[src/rtl/idxwin_pkg.sv]
package idxwin_pkg;

   typedef enum logic [1:0] {
      SZ_BYTE = 2'd0,
      SZ_HALF = 2'd1,
      SZ_WORD = 2'd2,
      SZ_RSVD = 2'd3
   } acc_size_e;

   typedef enum logic [1:0] {
      RT_NONE = 2'd0,
      RT_MEM  = 2'd1,
      RT_REG  = 2'd2,
      RT_ERR  = 2'd3
   } route_e;

   // number of bytes moved for a size code; zero for the reserved code
   function automatic logic [2:0] size_bytes(input logic [1:0] code);
      case (code)
         SZ_BYTE: size_bytes = 3'd1;
         SZ_HALF: size_bytes = 3'd2;
         SZ_WORD: size_bytes = 3'd4;
         default: size_bytes = 3'd0;
      endcase
   endfunction

endpackage

[src/rtl/idxwin_route.sv]
module idxwin_route
   import idxwin_pkg::*;
#(
   parameter int unsigned HA_W       = 12,
   parameter int unsigned INDEX_ADDR = 0,
   parameter int unsigned WIN_ADDR   = 4,
   parameter int unsigned MEM_BYTES  = 65536
) (
   input  logic            host_we,
   input  logic [HA_W-1:0] host_addr,
   input  logic [1:0]      host_size,
   input  logic [31:0]     index_q,
   output logic            load_index,
   output route_e          route,
   output logic [31:0]     fwd_addr
);
   localparam logic [HA_W-1:0] IDX_L   = HA_W'(INDEX_ADDR);
   localparam logic [HA_W-1:0] WIN_L   = HA_W'(WIN_ADDR);
   localparam logic [31:0]     WIN_TOP = 32'(WIN_ADDR) + 32'd3;
   localparam logic [32:0]     MEM_LIM = 33'(MEM_BYTES);

   logic       size_ok;
   logic       hit_index;
   logic       hit_window;
   logic       to_memory;
   logic       mem_fits;
   logic       above_win;
   logic [2:0] nbytes;
   logic [32:0] span_end;

   always_comb begin
      nbytes     = size_bytes(host_size);
      size_ok    = (host_size != SZ_RSVD);
      hit_index  = (host_addr == IDX_L);
      hit_window = (host_addr[HA_W-1:2] == WIN_L[HA_W-1:2]);
      to_memory  = index_q[31];
      // widened sum: cannot wrap whatever the index holds
      span_end   = {2'b00, index_q[30:0]} + {30'd0, nbytes};
      mem_fits   = (span_end <= MEM_LIM);
      above_win  = (index_q > WIN_TOP);

      load_index = host_we && size_ok && hit_index;
      route      = RT_NONE;
      fwd_addr   = 32'(host_addr);

      if (host_we && size_ok && !hit_index) begin
         if (hit_window) begin
            fwd_addr = index_q + {30'd0, host_addr[1:0]};
            if (to_memory) begin
               if (mem_fits) route = RT_MEM;
            end else if (above_win) begin
               route = RT_REG;
            end else begin
               route = RT_ERR;
            end
         end else begin
            route = RT_REG;
         end
      end
   end

endmodule

[src/rtl/idxwin_lanes.sv]
module idxwin_lanes
   import idxwin_pkg::*;
#(
   parameter int unsigned LANES = 4
) (
   input  logic [1:0]         size,
   input  logic [8*LANES-1:0] data_in,
   output logic [LANES-1:0]   be,
   output logic [8*LANES-1:0] data_out
);
   logic [2:0] nbytes;
   assign nbytes = size_bytes(size);

   for (genvar i = 0; i < LANES; i++) begin : g_lane
      assign be[i]            = (32'(i) < 32'(nbytes));
      assign data_out[8*i +: 8] = be[i] ? data_in[8*i +: 8] : 8'h00;
   end

endmodule

[src/rtl/idxwin_bridge.sv]
module idxwin_bridge
   import idxwin_pkg::*;
#(
   parameter int unsigned HA_W       = 12,
   parameter int unsigned INDEX_ADDR = 0,
   parameter int unsigned WIN_ADDR   = 4,
   parameter int unsigned MEM_BYTES  = 65536,
   localparam int unsigned MEM_AW    = $clog2(MEM_BYTES)
) (
   input  logic              clk,
   input  logic              rst_n,
   input  logic              host_we,
   input  logic [HA_W-1:0]   host_addr,
   input  logic [1:0]        host_size,
   input  logic [31:0]       host_wdata,
   output logic              mem_we,
   output logic [MEM_AW-3:0] mem_waddr,
   output logic [3:0]        mem_be,
   output logic [31:0]       mem_wdata,
   output logic              reg_we,
   output logic [31:0]       reg_waddr,
   output logic [1:0]        reg_size,
   output logic [31:0]       reg_wdata,
   output logic              win_err
);
   if (HA_W < 3 || HA_W > 31) begin : g_bad_haw
      $error("HA_W out of range");
   end
   if (WIN_ADDR % 4 != 0) begin : g_bad_win
      $error("WIN_ADDR must be word aligned");
   end
   if (INDEX_ADDR >= WIN_ADDR && INDEX_ADDR <= WIN_ADDR + 3) begin : g_bad_idx
      $error("INDEX_ADDR overlaps window");
   end
   if (MEM_BYTES < 8 || MEM_BYTES % 4 != 0 || MEM_AW > 31) begin : g_bad_mem
      $error("MEM_BYTES must be a multiple of 4, at least 8, below 2**31");
   end

   logic [31:0] index_q;
   logic        load_index;
   route_e      route;
   logic [31:0] fwd_addr;
   logic [3:0]  lane_be;
   logic [31:0] lane_data;

   idxwin_route #(
      .HA_W      (HA_W),
      .INDEX_ADDR(INDEX_ADDR),
      .WIN_ADDR  (WIN_ADDR),
      .MEM_BYTES (MEM_BYTES)
   ) u_route (
      .host_we   (host_we),
      .host_addr (host_addr),
      .host_size (host_size),
      .index_q   (index_q),
      .load_index(load_index),
      .route     (route),
      .fwd_addr  (fwd_addr)
   );

   idxwin_lanes #(.LANES(4)) u_lanes (
      .size    (host_size),
      .data_in (host_wdata),
      .be      (lane_be),
      .data_out(lane_data)
   );

   always_ff @(posedge clk or negedge rst_n) begin
      if (!rst_n) begin
         index_q   <= '0;
         mem_we    <= 1'b0;
         mem_waddr <= '0;
         mem_be    <= '0;
         mem_wdata <= '0;
         reg_we    <= 1'b0;
         reg_waddr <= '0;
         reg_size  <= '0;
         reg_wdata <= '0;
         win_err   <= 1'b0;
      end else begin
         if (load_index) index_q <= {host_wdata[31:2], 2'b00};
         mem_we  <= (route == RT_MEM);
         reg_we  <= (route == RT_REG);
         win_err <= (route == RT_ERR);
         if (route == RT_MEM) begin
            mem_waddr <= index_q[MEM_AW-1:2];
            mem_be    <= lane_be;
            mem_wdata <= lane_data;
         end
         if (route == RT_REG) begin
            reg_waddr <= fwd_addr;
            reg_size  <= host_size;
            reg_wdata <= host_wdata;
         end
      end
   end

endmodule

[config.mk]
export PLATFORM = sky130hd
export DESIGN_NAME = idxwin_bridge
export DESIGN_NICKNAME = d
export VERILOG_FILES = /design/src/rtl/idxwin_pkg.sv /design/src/rtl/idxwin_route.sv /design/src/rtl/idxwin_lanes.sv /design/src/rtl/idxwin_bridge.sv
export SDC_FILE = /design/constraint.sdc
export NUM_CORES = 1
export LEC_CHECK = 0
export BUFFER_PORTS_ARGS = -buffer_cell sky130_fd_sc_hd__clkbuf_2
export CORE_ASPECT_RATIO = 0.9
export CORE_MARGIN = 4
export CORE_UTILIZATION = 38
export CTS_CLUSTER_SIZE = 20
export DETAILED_ROUTE_END_ITERATION = 6
export SLEW_MARGIN = 10
export SYNTH_ARGS = -nofsm -noshare
export SYNTH_HDL_FRONTEND = slang
export SYNTH_SLANG_ARGS = --single-unit
[constraint.sdc]
create_clock -name clk -period 8.5 [get_ports clk]
set_input_delay 2.55 -clock clk [delete_from_list [all_inputs] [get_ports clk]]
set_output_delay 2.55 -clock clk [all_outputs]
set_load 0.02 [all_outputs]
Word-level counts from Yosys, hierarchy flattened. Index checks and enable logic that the tools add are counted.

Add/subtract/negate cells: 2. Order comparisons: 6. Equality and inequality tests: 7. Muxes and demuxes: 12. Reductions and logical operators: 6.

Operators with widths (number): two-way mux 32 bit (2); <= comparator 33 x 17 -> 1 bit (second input constant) (1); adder 31 x 3 -> 32 bit (1); adder 32 x 2 -> 32 bit (1); > comparator 32 x 3 -> 1 bit (second input constant) (1); two-way mux 8 bit (4); zero test 12 bit (1); == test 10 x 1 -> 1 bit (second input constant) (1); case mux 3 bit (3 select lines) (1); == test 2 bit (second input constant) (3); < comparator 1 x 3 -> 1 bit (first input constant) (2); < comparator 2 x 3 -> 1 bit (first input constant) (2); two-way mux 2 bit (3); == test 2 x 1 -> 1 bit (second input constant) (2); logical AND 1 bit (3); zero test 2 bit (1); two-way mux 1 bit (2); != test 2 bit (second input constant) (1); zero test 1 bit (1).

Bits in registers: 149. Input bits: 49. Output and inout bits: 119. Word-level logic and storage cells: 43.

Longest topological paths before layout. Gate-level depths: netlist (run 1).

Depth in word-level cells: 9. Gate-level depth with buffers: 15. Mapped depth without buffers: 13.

Cells and area by module. A second synthesis (run 1) with hierarchy kept.

Cells, all modules: 655. Area total of the unflattened synthesis: 8140.3 um2.

Modules (own cells, without submodules): idxwin_bridge (instances 1, cells each 317, area each 5890.6 um2, sequential area each 3728.6 um2); idxwin_route (instances 1, cells each 297, area each 1950.6 um2, sequential area each 0.0 um2); idxwin_lanes (instances 1, cells each 41, area each 299.0 um2, sequential area each 0.0 um2).

Worst setup path before layout (run 1). OpenSTA, ideal clock, no wires.

Path type: in2reg. Start point: in host_size[0]. End point: reg reg_size[0]. Library setup time: 0.128 ns. Arrival time: 5.705 ns. Path slack: 2.668 ns. Stages on the path: 14. Buffers on the path: 2. Path through: inv_1 -> ha_1 -> ha_1 -> ha_1 -> nand4_1 -> nand2b_1 -> a2111oi_2 -> o22ai_1 -> or4_4 -> o31a_1 -> o21ai_2 -> buf_6 -> buf_8 -> mux2_1.

Word-level cells in the longest chain between the ends: 9. Elaborated cells between the ends (all ways): 14.

Ends and longest elaborated chain: from (decl) (line idxwin_bridge.sv:14) `input logic [1:0] host_size,`; == test 2 bit, or another cell as far along (line idxwin_pkg.sv:19) `case (code)`; case mux 3 bit (3 select lines) (line idxwin_pkg.sv:19); adder 31 x 3 -> 32 bit (line idxwin_route.sv:38) `span_end = {2'b00, index_q[30:0]} + {30'd0, nbytes};`; <= comparator 33 x 17 -> 1 bit (line idxwin_route.sv:39) `mem_fits = (span_end <= MEM_LIM);`; two-way mux 1 bit (line idxwin_route.sv:50) `if (mem_fits) route = RT_MEM;`; two-way mux 2 bit (line idxwin_route.sv:49) `if (to_memory) begin`; two-way mux 2 bit (line idxwin_route.sv:47) `if (hit_window) begin`; two-way mux 2 bit (line idxwin_route.sv:46) `if (host_we && size_ok && !hit_index) begin`; == test 2 bit (line idxwin_bridge.sv:90) `if (route == RT_REG) begin`; to (signal assigned) (line idxwin_bridge.sv:92) `reg_size <= host_size;`; to (decl) (line idxwin_bridge.sv:22) `output logic [1:0] reg_size,`.

Parallel ways exist; a longest one is shown, timed or not. A chain may end at the register's enable or synchronous reset.

Worst setup path after layout (run 1).
Start point: in host_size[0]. End point: reg mem_be[2].

Word-level cells in the longest chain between the ends: 9. Elaborated cells between the ends (all ways): 15.

Ends and longest elaborated chain: == test 2 bit, or another cell as far along (line idxwin_pkg.sv:19); case mux 3 bit (3 select lines) (line idxwin_pkg.sv:19); adder 31 x 3 -> 32 bit (line idxwin_route.sv:38); <= comparator 33 x 17 -> 1 bit (line idxwin_route.sv:39); two-way mux 1 bit (line idxwin_route.sv:50); two-way mux 2 bit (line idxwin_route.sv:49); two-way mux 2 bit (line idxwin_route.sv:47); two-way mux 2 bit (line idxwin_route.sv:46); == test 2 x 1 -> 1 bit (line idxwin_bridge.sv:85) `if (route == RT_MEM) begin`; to (signal assigned) (line idxwin_bridge.sv:87) `mem_be <= lane_be;`; to (decl) (line idxwin_bridge.sv:18) `output logic [3:0] mem_be,`.

Parallel ways exist; a longest one is shown, timed or not.

==> results by group, run 1 <==
Synth
  – Number of flops mapped to enable cells by yosys: 0
  – Syn Nets: roughly 600
  – Sequential share of the synthesized area: a little under three fifths
  – Post-synth ARST share: between 90% and 100%
  – Syn Area/Cell: about 12 sq um
  – Leading area contributor after synthesis: dfrtp_1
  – Synthesis Warnings: 0
  – Flops & latches, synth: 149
  – Top post-synthesis cells by area: dfrtp_1, mux2_2, a22o_1
  – Cell area after synthesis: 6580 sq um
  – Area fraction of the dominant cell type after synthesis: a little under three fifths
  – Netlist cell types: 53
  – Syn Inst Count: 546
  – Primary FF master, synth: dfrtp_1

CTS
  – H-tree depth: 4
  – Post-CTS Setup Bufs: 0
  – Total CTS buffers: 17
  – CTS Buffer Depth: 2
  – Worst-Skew Late Latency: 0.42 ns
  – CTS resizes: 0
  – CTS tree: done
  – Clk sinks: between 100 and 150
  – Clock Pin Slew Worst Setup and Hold Paths: 0.06 ns
  – Number of hold buffers added after cts: 0
  – Clock root buffer: clkbuf_16

Pwr
  – Cell Pwr Density: between 200 and 250 nW/um^2
  – Flop pwr share: between 40 and 50%
  – VDD IR max: 121 uV
  – Gate power share: 9.1%
  – Psw: between 0.0004 and 0.0005 W
  – Sw Ratio: roughly a quarter
  – Leak: 4.21 nW
  – Internal: between 0.001 and 0.0015 W
  – Clock network power share: a little under half

Drt
  – Drt drc: 0
  – First-pass DRT Iterations: 4
  – Drt total wl: roughly 17 mm
  – Routed length per instance: 17.8 um
  – DRT iter0 DRCs: approximately 230
  – Via density: slightly above 5
  – Vias: roughly 4,800
  – DRT antenna net count: 0

Placed design
  – Port-buffer cells: approximately 170
  – Global placer's final weighted congestion: 0.879
  – Post-place setup slack: between 1 and 1.5 ns
  – Cells after DPL: slightly above 900
  – HPWL Detailed: roughly 12 mm

Timing
  – RSZ-0062 raised after global routing: no
  – Worst Skew: around 0.0095 ns
  – Setup total negative slack: 0 ns
  – Final worst setup slack: ~1.7 ns
  – Tmin final: approximately 6.8 ns
  – Tcrit/Tclk final: between 70% and 80%
  – Worst slew pin tran: approximately 0.9 ns
  – Slew Limit Headroom: 40.1%
  – Max-slew violations: 0
  – Highest Clock Rate: roughly 150 MHz
  – Final count of negative-setup-slack endpoints: 0
  – Fin. Hold Viols: 0

Setup path
  – WP data arrival: 7.08 ns
  – Reg-to-Reg End: mem_be[2]$_DFFE_PN0N_
  – Type of the worst setup path: in2reg
  – Flop-to-flop setup slack: 4.18 ns
  – Critical path startpoint: host_size[0]
  – Crit path capture type: flip-flop
  – Crit start category: primary input
  – FF-to-FF Start: index_q[2]$_DFFE_PN0P_
  – CP max FO: 51
  – Worst EP required: slightly below 9 ns
  – Crit path to: mem_be[2]$_DFFE_PN0N_
  – R2r worst-path depth: 10

Global routing
  – All-Layer GR Usage: 17.6%
  – Global route overflow: 0
  – Vias in the first global route: about 5,000
  – Largest net degree at the start of global routing: slightly below 80
  – Antenna violations before repair: 0
  – First-pass GRT wire length: approximately 27 mm

Cells and area
  – Commonest non-fill, non-tap cells in the layout: clkbuf_2, dfrtp_1, mux2_2
  – Area delta synth->final: 24.8%
  – Layout cells sized above 1: a little under two fifths
  – Antenna diodes: 0
  – Nets@finish: 756
  – Commonest non-fill, non-tap cell in the layout: clkbuf_2
  – Fin cells: 948

Die
  – Io pins: ~170
  – Die width: between 100 and 150 um
  – Die height: approximately 130 um
  – DIE AREA: approximately 20,000 sq um
  – Initial core utilization: between 30% and 40%
  – Core area: roughly 17,000 sq um
  – Rows: 45

Job
  – Maxcap violations: 0

Min path
  – Worst min path class: reg2reg

Status
  – Status: completed
==> area by class of cell <==
type                    instances  area [sq um]
clock buffers                  17           425
clock inverters                15           184
fillers                      1577          8730
inverters                      41           154
multi-input cells             319          2540
flip-flops and latches        149          3730
well taps                     235           294
repair buffers                172           892
==> stage by stage <==
| stage | power (W) | area (sq um) | hold WS, ns | utilization [%] |
|---|---|---|---|---|
| 2_1_floorplan | 0.000848 | 6580 | 0.487 | - |
| 3_3_place_gp | 0.000919 | 7610 | 0.458 | 44.9 |
| 3_5_place_dp | 0.000923 | 7610 | 0.455 | 44.9 |
| 4_1_cts | 0.00169 | 8220 | 0.477 | 48.5 |
| 5_1_grt | 0.00175 | 8220 | 0.502 | 48.5 |
| 6_report | 0.00167 | 8220 | 0.473 | 48.5 |
==> worst min-delay path by stage <==
stage / startpoint / endpoint / slack [ns] / cells after the start
after floorplan: index_q[31]$_DFFE_PN0P_ / win_err$_DFF_PN0_ / 0.49 / 1
after global placement: mem_be[0]$_DFFE_PN0N_ / mem_be[0]$_DFFE_PN0N_ / 0.46 / 1
after detailed placement: mem_be[0]$_DFFE_PN0N_ / mem_be[0]$_DFFE_PN0N_ / 0.46 / 1
after CTS: mem_be[0]$_DFFE_PN0N_ / mem_be[0]$_DFFE_PN0N_ / 0.48 / 1
after global routing: mem_be[0]$_DFFE_PN0N_ / mem_be[0]$_DFFE_PN0N_ / 0.50 / 1
final: mem_be[0]$_DFFE_PN0N_ / mem_be[0]$_DFFE_PN0N_ / 0.47 / 1
==> critical path, cell delays in order <==
cell	delay, ns
clkbuf_2	0.12
inv_1	0.10
ha_1	0.42
ha_1	0.30
ha_1	0.23
nand4_1	0.33
nand2b_1	0.36
a2111oi_2	0.37
o22ai_1	0.12
or4_4	0.53
o31ai_1	0.39
nand3_4	0.66
mux2_1	0.57
==> cell usage after synthesis (all sizes together) (2+ instances only) <==
cell     count
dfrtp      149
mux2        68
nand2       42
a22o        41
inv         41
buf         27
mux2i       26
o21ai       15
nor4        14
nor3        13
a22oi       10
clkbuf      10
nand4        9
nand3        8
nor2         8
ha           7
and3         5
o22ai        5
a21oi        4
and4         4
a2111oi      3
and2         3
nand2b       3
nor3b        3
or4          3
xnor2        3
a311oi       2
nor2b        2
o31a         2
o32a         2
or2          2
or3          2
==> power groups by stage <==
| stage | Clock (W) | Sequential (W) | Combinational [W] |
|---|---|---|---|
| floorplan | 0 | 0.000802 | 0.0000465 |
| global placement | 0 | 0.000766 | 0.000153 |
| detailed placement | 0 | 0.000768 | 0.000155 |
| CTS | 0.000784 | 0.000755 | 0.000156 |
| global route | 0.000822 | 0.000758 | 0.000166 |
| finish | 0.000764 | 0.000754 | 0.000152 |
==> cell families (layout without fill, tap and decap cells) <==
family                     count (synthesis)  in the layout  synth area share, %
and+or+nand+nor                          124            124                 10.1
xor gates and xnor gates                   3              3                0.399
adders and majority gates                  7              7                 1.33
DFF                                      149            149                 56.6
AOI/OAI and AO/OA                         91             91                 10.7
buffers and inverters                     78            245                 5.30
muxes                                     94             94                 15.6
==> metal layers <==
metal / track usage [%] / part of all wire (%) / vias to the layer above
met2: 27.7 / 47 / 149
met1: 23.4 / 45 / 2392
met4: 4.70 / 0.54 / 0
met3: 6.20 / 7.4 / 10
li1: - / - / 2273
met5: 0 / 0 / -
==> flip-flops by register name, summed over array words and instances, names as in the netlist <==
name and flops:
reg_we 1, reg_size 2, mem_we 1, win_err 1, mem_waddr 14, reg_wdata 32
reg_waddr 32, mem_be 4, index_q 30, mem_wdata 32
No activity file was read; power rests on OpenSTA's default activity.
==> run 2: changes to the inputs <==
==> constraint.sdc (replaced) <==
create_clock -name clk -period 6.5 [get_ports clk]
set_input_delay 1.95 -clock clk [delete_from_list [all_inputs] [get_ports clk]]
set_output_delay 1.95 -clock clk [all_outputs]
set_load 0.02 [all_outputs]
==> run 2 against run 1 <==
Net effect: sequential share of layout area is essentially flat; wire length grew 3.8%; clock power grew 28%; final area grew 0.11%; via count grew 3.6%; first-iteration DRC count grew 13%; final cell count grew 0.53%; sequential power grew 31%; critical path depth grew 2.
==> results by group, run 2 (synthesis gave the netlist of run 1 again) <==
Drt
  – Drt total wl: 17.5 mm (+3.8%)
  – Drt drc: 0 (unchanged)
  – DRT met1 WL: 7.90 mm (+4.1%)
  – Vias: 4,998 (+3.6%)
  – DRT iter0 DRCs: 262 (+13%)
  – Met2 routed WL: 8.06 mm (+1.2%)
  – First-pass DRT Iterations: 5 (+1)
  – Top routing layer used: met4
  – Routed wl met3: 1.34 mm (+7.0%)
  – DRT antenna net count: 0 (unchanged)
  – Via density: 5.24 (+3.1%)
  – Routed length per instance: 18.4 um (+3.2%)

Setup path
  – Largest stage delay, worst path: 0.54 ns (-0.12 ns)
  – Critical Path Slowest Stage Cell: or4_4
  – CP max FO: 18 (-65%)
  – Crit path capture type: flip-flop
  – WP data arrival: 5.83 ns (-1.25 ns)
  – Most frequent CP cell: ha_1
  – Type of the worst setup path: in2reg
  – Cell chain of the critical path: clkbuf_2, inv_1, ha_1, ha_1, ha_1, nand4_1, nand2b_1, a2111oi_2, o22ai_1, or4_4, o31ai_1, nand3_4, buf_4, buf_4, mux2i_1
  – Worst EP required: 6.80 ns (-2.00 ns)
  – Crit start category: primary input

Global routing
  – Largest net degree at the start of global routing: 113 (+43%)
  – Antenna violations before repair: 0 (unchanged)
  – Vias in the first global route: 5,226 (+3.6%)
  – Global route overflow: 0 (unchanged)
  – All-Layer GR Usage: 18.4% (+0.76 points)
  – First-pass GRT wire length: 28.5 mm (+4.4%)

Timing
  – Tcrit/Tclk final: about 85%
  – Tmin final: between 5 and 6 ns
  – Worst Skew: 0.00954 ns (+0.0000653 ns)
  – RSZ-0062 raised after global routing: no
  – Worst slew pin tran: 1.04 ns (+0.144 ns)
  – Final count of negative-setup-slack endpoints: 0 (unchanged)
  – Max-slew violations: 0 (unchanged)
  – Fin. Hold Viols: 0 (unchanged)
  – Highest Clock Rate: about 180 MHz
  – WHS: 0.480 ns (+0.00708 ns)
  – Slew Limit Headroom: 30.5% (-9.6 points)
  – Setup total negative slack: 0 ns (unchanged)

CTS
  – CTS Buffer Depth: 2 (unchanged)
  – Worst-Skew Late Latency: 0.42 ns (about the same)
  – Clock Pin Slew Worst Setup and Hold Paths: 0.06 ns (about the same)
  – CTS tree: done
  – Clk sinks: 149 (unchanged)
  – Post-CTS Setup Bufs: 0 (unchanged)
  – Total CTS buffers: 17 (unchanged)
  – Clock root buffer: clkbuf_16
  – Number of hold buffers added after cts: 0 (unchanged)
  – CTS resizes: 0 (unchanged)
  – H-tree depth: 4 (unchanged)

Die
  – Io pins: 168 (unchanged)
  – Die height: 133 um (unchanged)
  – Initial core utilization: 38.8% (unchanged)
  – Core area: 16,900 sq um (unchanged)
  – DIE AREA: 19,500 sq um (unchanged)
  – Die width: 147 um (unchanged)
  – Rows: 45 (unchanged)

Pwr
  – VDD IR max: 176 uV (+46%)
  – Pwr Total: 0.00216 W (+30%)
  – Leak: 4.23 nW (+0.49%)
  – Cell Pwr Density: 263 nW/um^2 (+29%)

Job
  – Maxcap violations: 0 (unchanged)

Cells and area
  – Commonest non-fill, non-tap cells in the layout: clkbuf_2, dfrtp_1, mux2_2
  – Final core utilization: 48.5% (+0.052 points)
  – Commonest non-fill, non-tap cell in the layout: clkbuf_2
  – Design area: 8230 sq um (+0.11%)
  – Antenna diodes: 0 (unchanged)
  – Layout cells sized above 1: 38.6% (+0.43 points)
  – Top Registers: mem_wdata: 32 flops, reg_waddr: 32 flops, reg_wdata: 32 flops
  – Nets@finish: 761 (+0.66%)
  – Area delta synth->final: 25.0%

Placed design
  – HPWL Detailed: 12.5 mm (+5.3%)
  – Global placer's final weighted congestion: 0.886 (+0.85%)
  – Placed cell area: 7630 sq um (+0.33%)
  – Port-buffer cells: 167 (unchanged)

Min path
  – Worst min path class: reg2reg

Status
  – Status: completed
==> run 2: area by class of cell <==
class,count,area [sq um]
Tap cell,235,294
Multi-Input combinational cell,319,2540
Clock inverter,12,126
Fill cell,1544,8720
Clock buffer,20,467
Inverter,41,154
Sequential cell,149,3730
Timing Repair Buffer,177,917
==> run 2: through the flow <==
step / std cells / setup WS [ns]
floorplan: 546 / 1.27
global placement: 921 / 0.735
detailed placement: 921 / 0.571
CTS: 953 / 0.948
global route: 953 / 0.602
finish: 953 / 0.963
==> run 2: path summary, 6_finish.rpt <==
check                                       startpoint  slack [ns]  depth (start not counted)                        end
worst max-delay path                      host_size[0]        0.96                         15  mem_wdata[16]$_DFFE_PN0N_
worst min-delay path             mem_be[0]$_DFFE_PN0N_        0.48                          1      mem_be[0]$_DFFE_PN0N_
worst max register to register  index_q[2]$_DFFE_PN0P_        2.53                         12  mem_wdata[16]$_DFFE_PN0N_
worst min register to register   mem_be[0]$_DFFE_PN0N_        0.48                          1      mem_be[0]$_DFFE_PN0N_
max in group asynchronous                        rst_n        3.72                          2  reg_waddr[31]$_DFFE_PN0N_
min in group asynchronous                        rst_n        1.66                          1   reg_wdata[8]$_DFFE_PN0N_
==> run 2: per-layer routing <==
metal	global-route usage [%]	up-vias
met5	0	-
li1	-	2281
met1	25.1	2521
met2	28.4	177
met4	5.07	0
met3	5.75	19
==> run 2: power breakdown <==
| part | internal, W | leakage, nW | switching, W |
|---|---|---|---|
| combinational | 0.0000719 | 2.10 | 0.000128 |
| clock | 0.000595 | 0.292 | 0.000381 |
| sequential | 0.000966 | 1.84 | 0.0000217 |
| total | 0.00163 | 4.23 | 0.000530 |
==> run 2: critical path, delay by kind of cell <==
family          cells  cell delay [ns]
simple gates        4             1.47
compound gates      3             0.89
buf+inv             4             0.73
mux                 1             0.13
fa+ha+maj           3             0.64
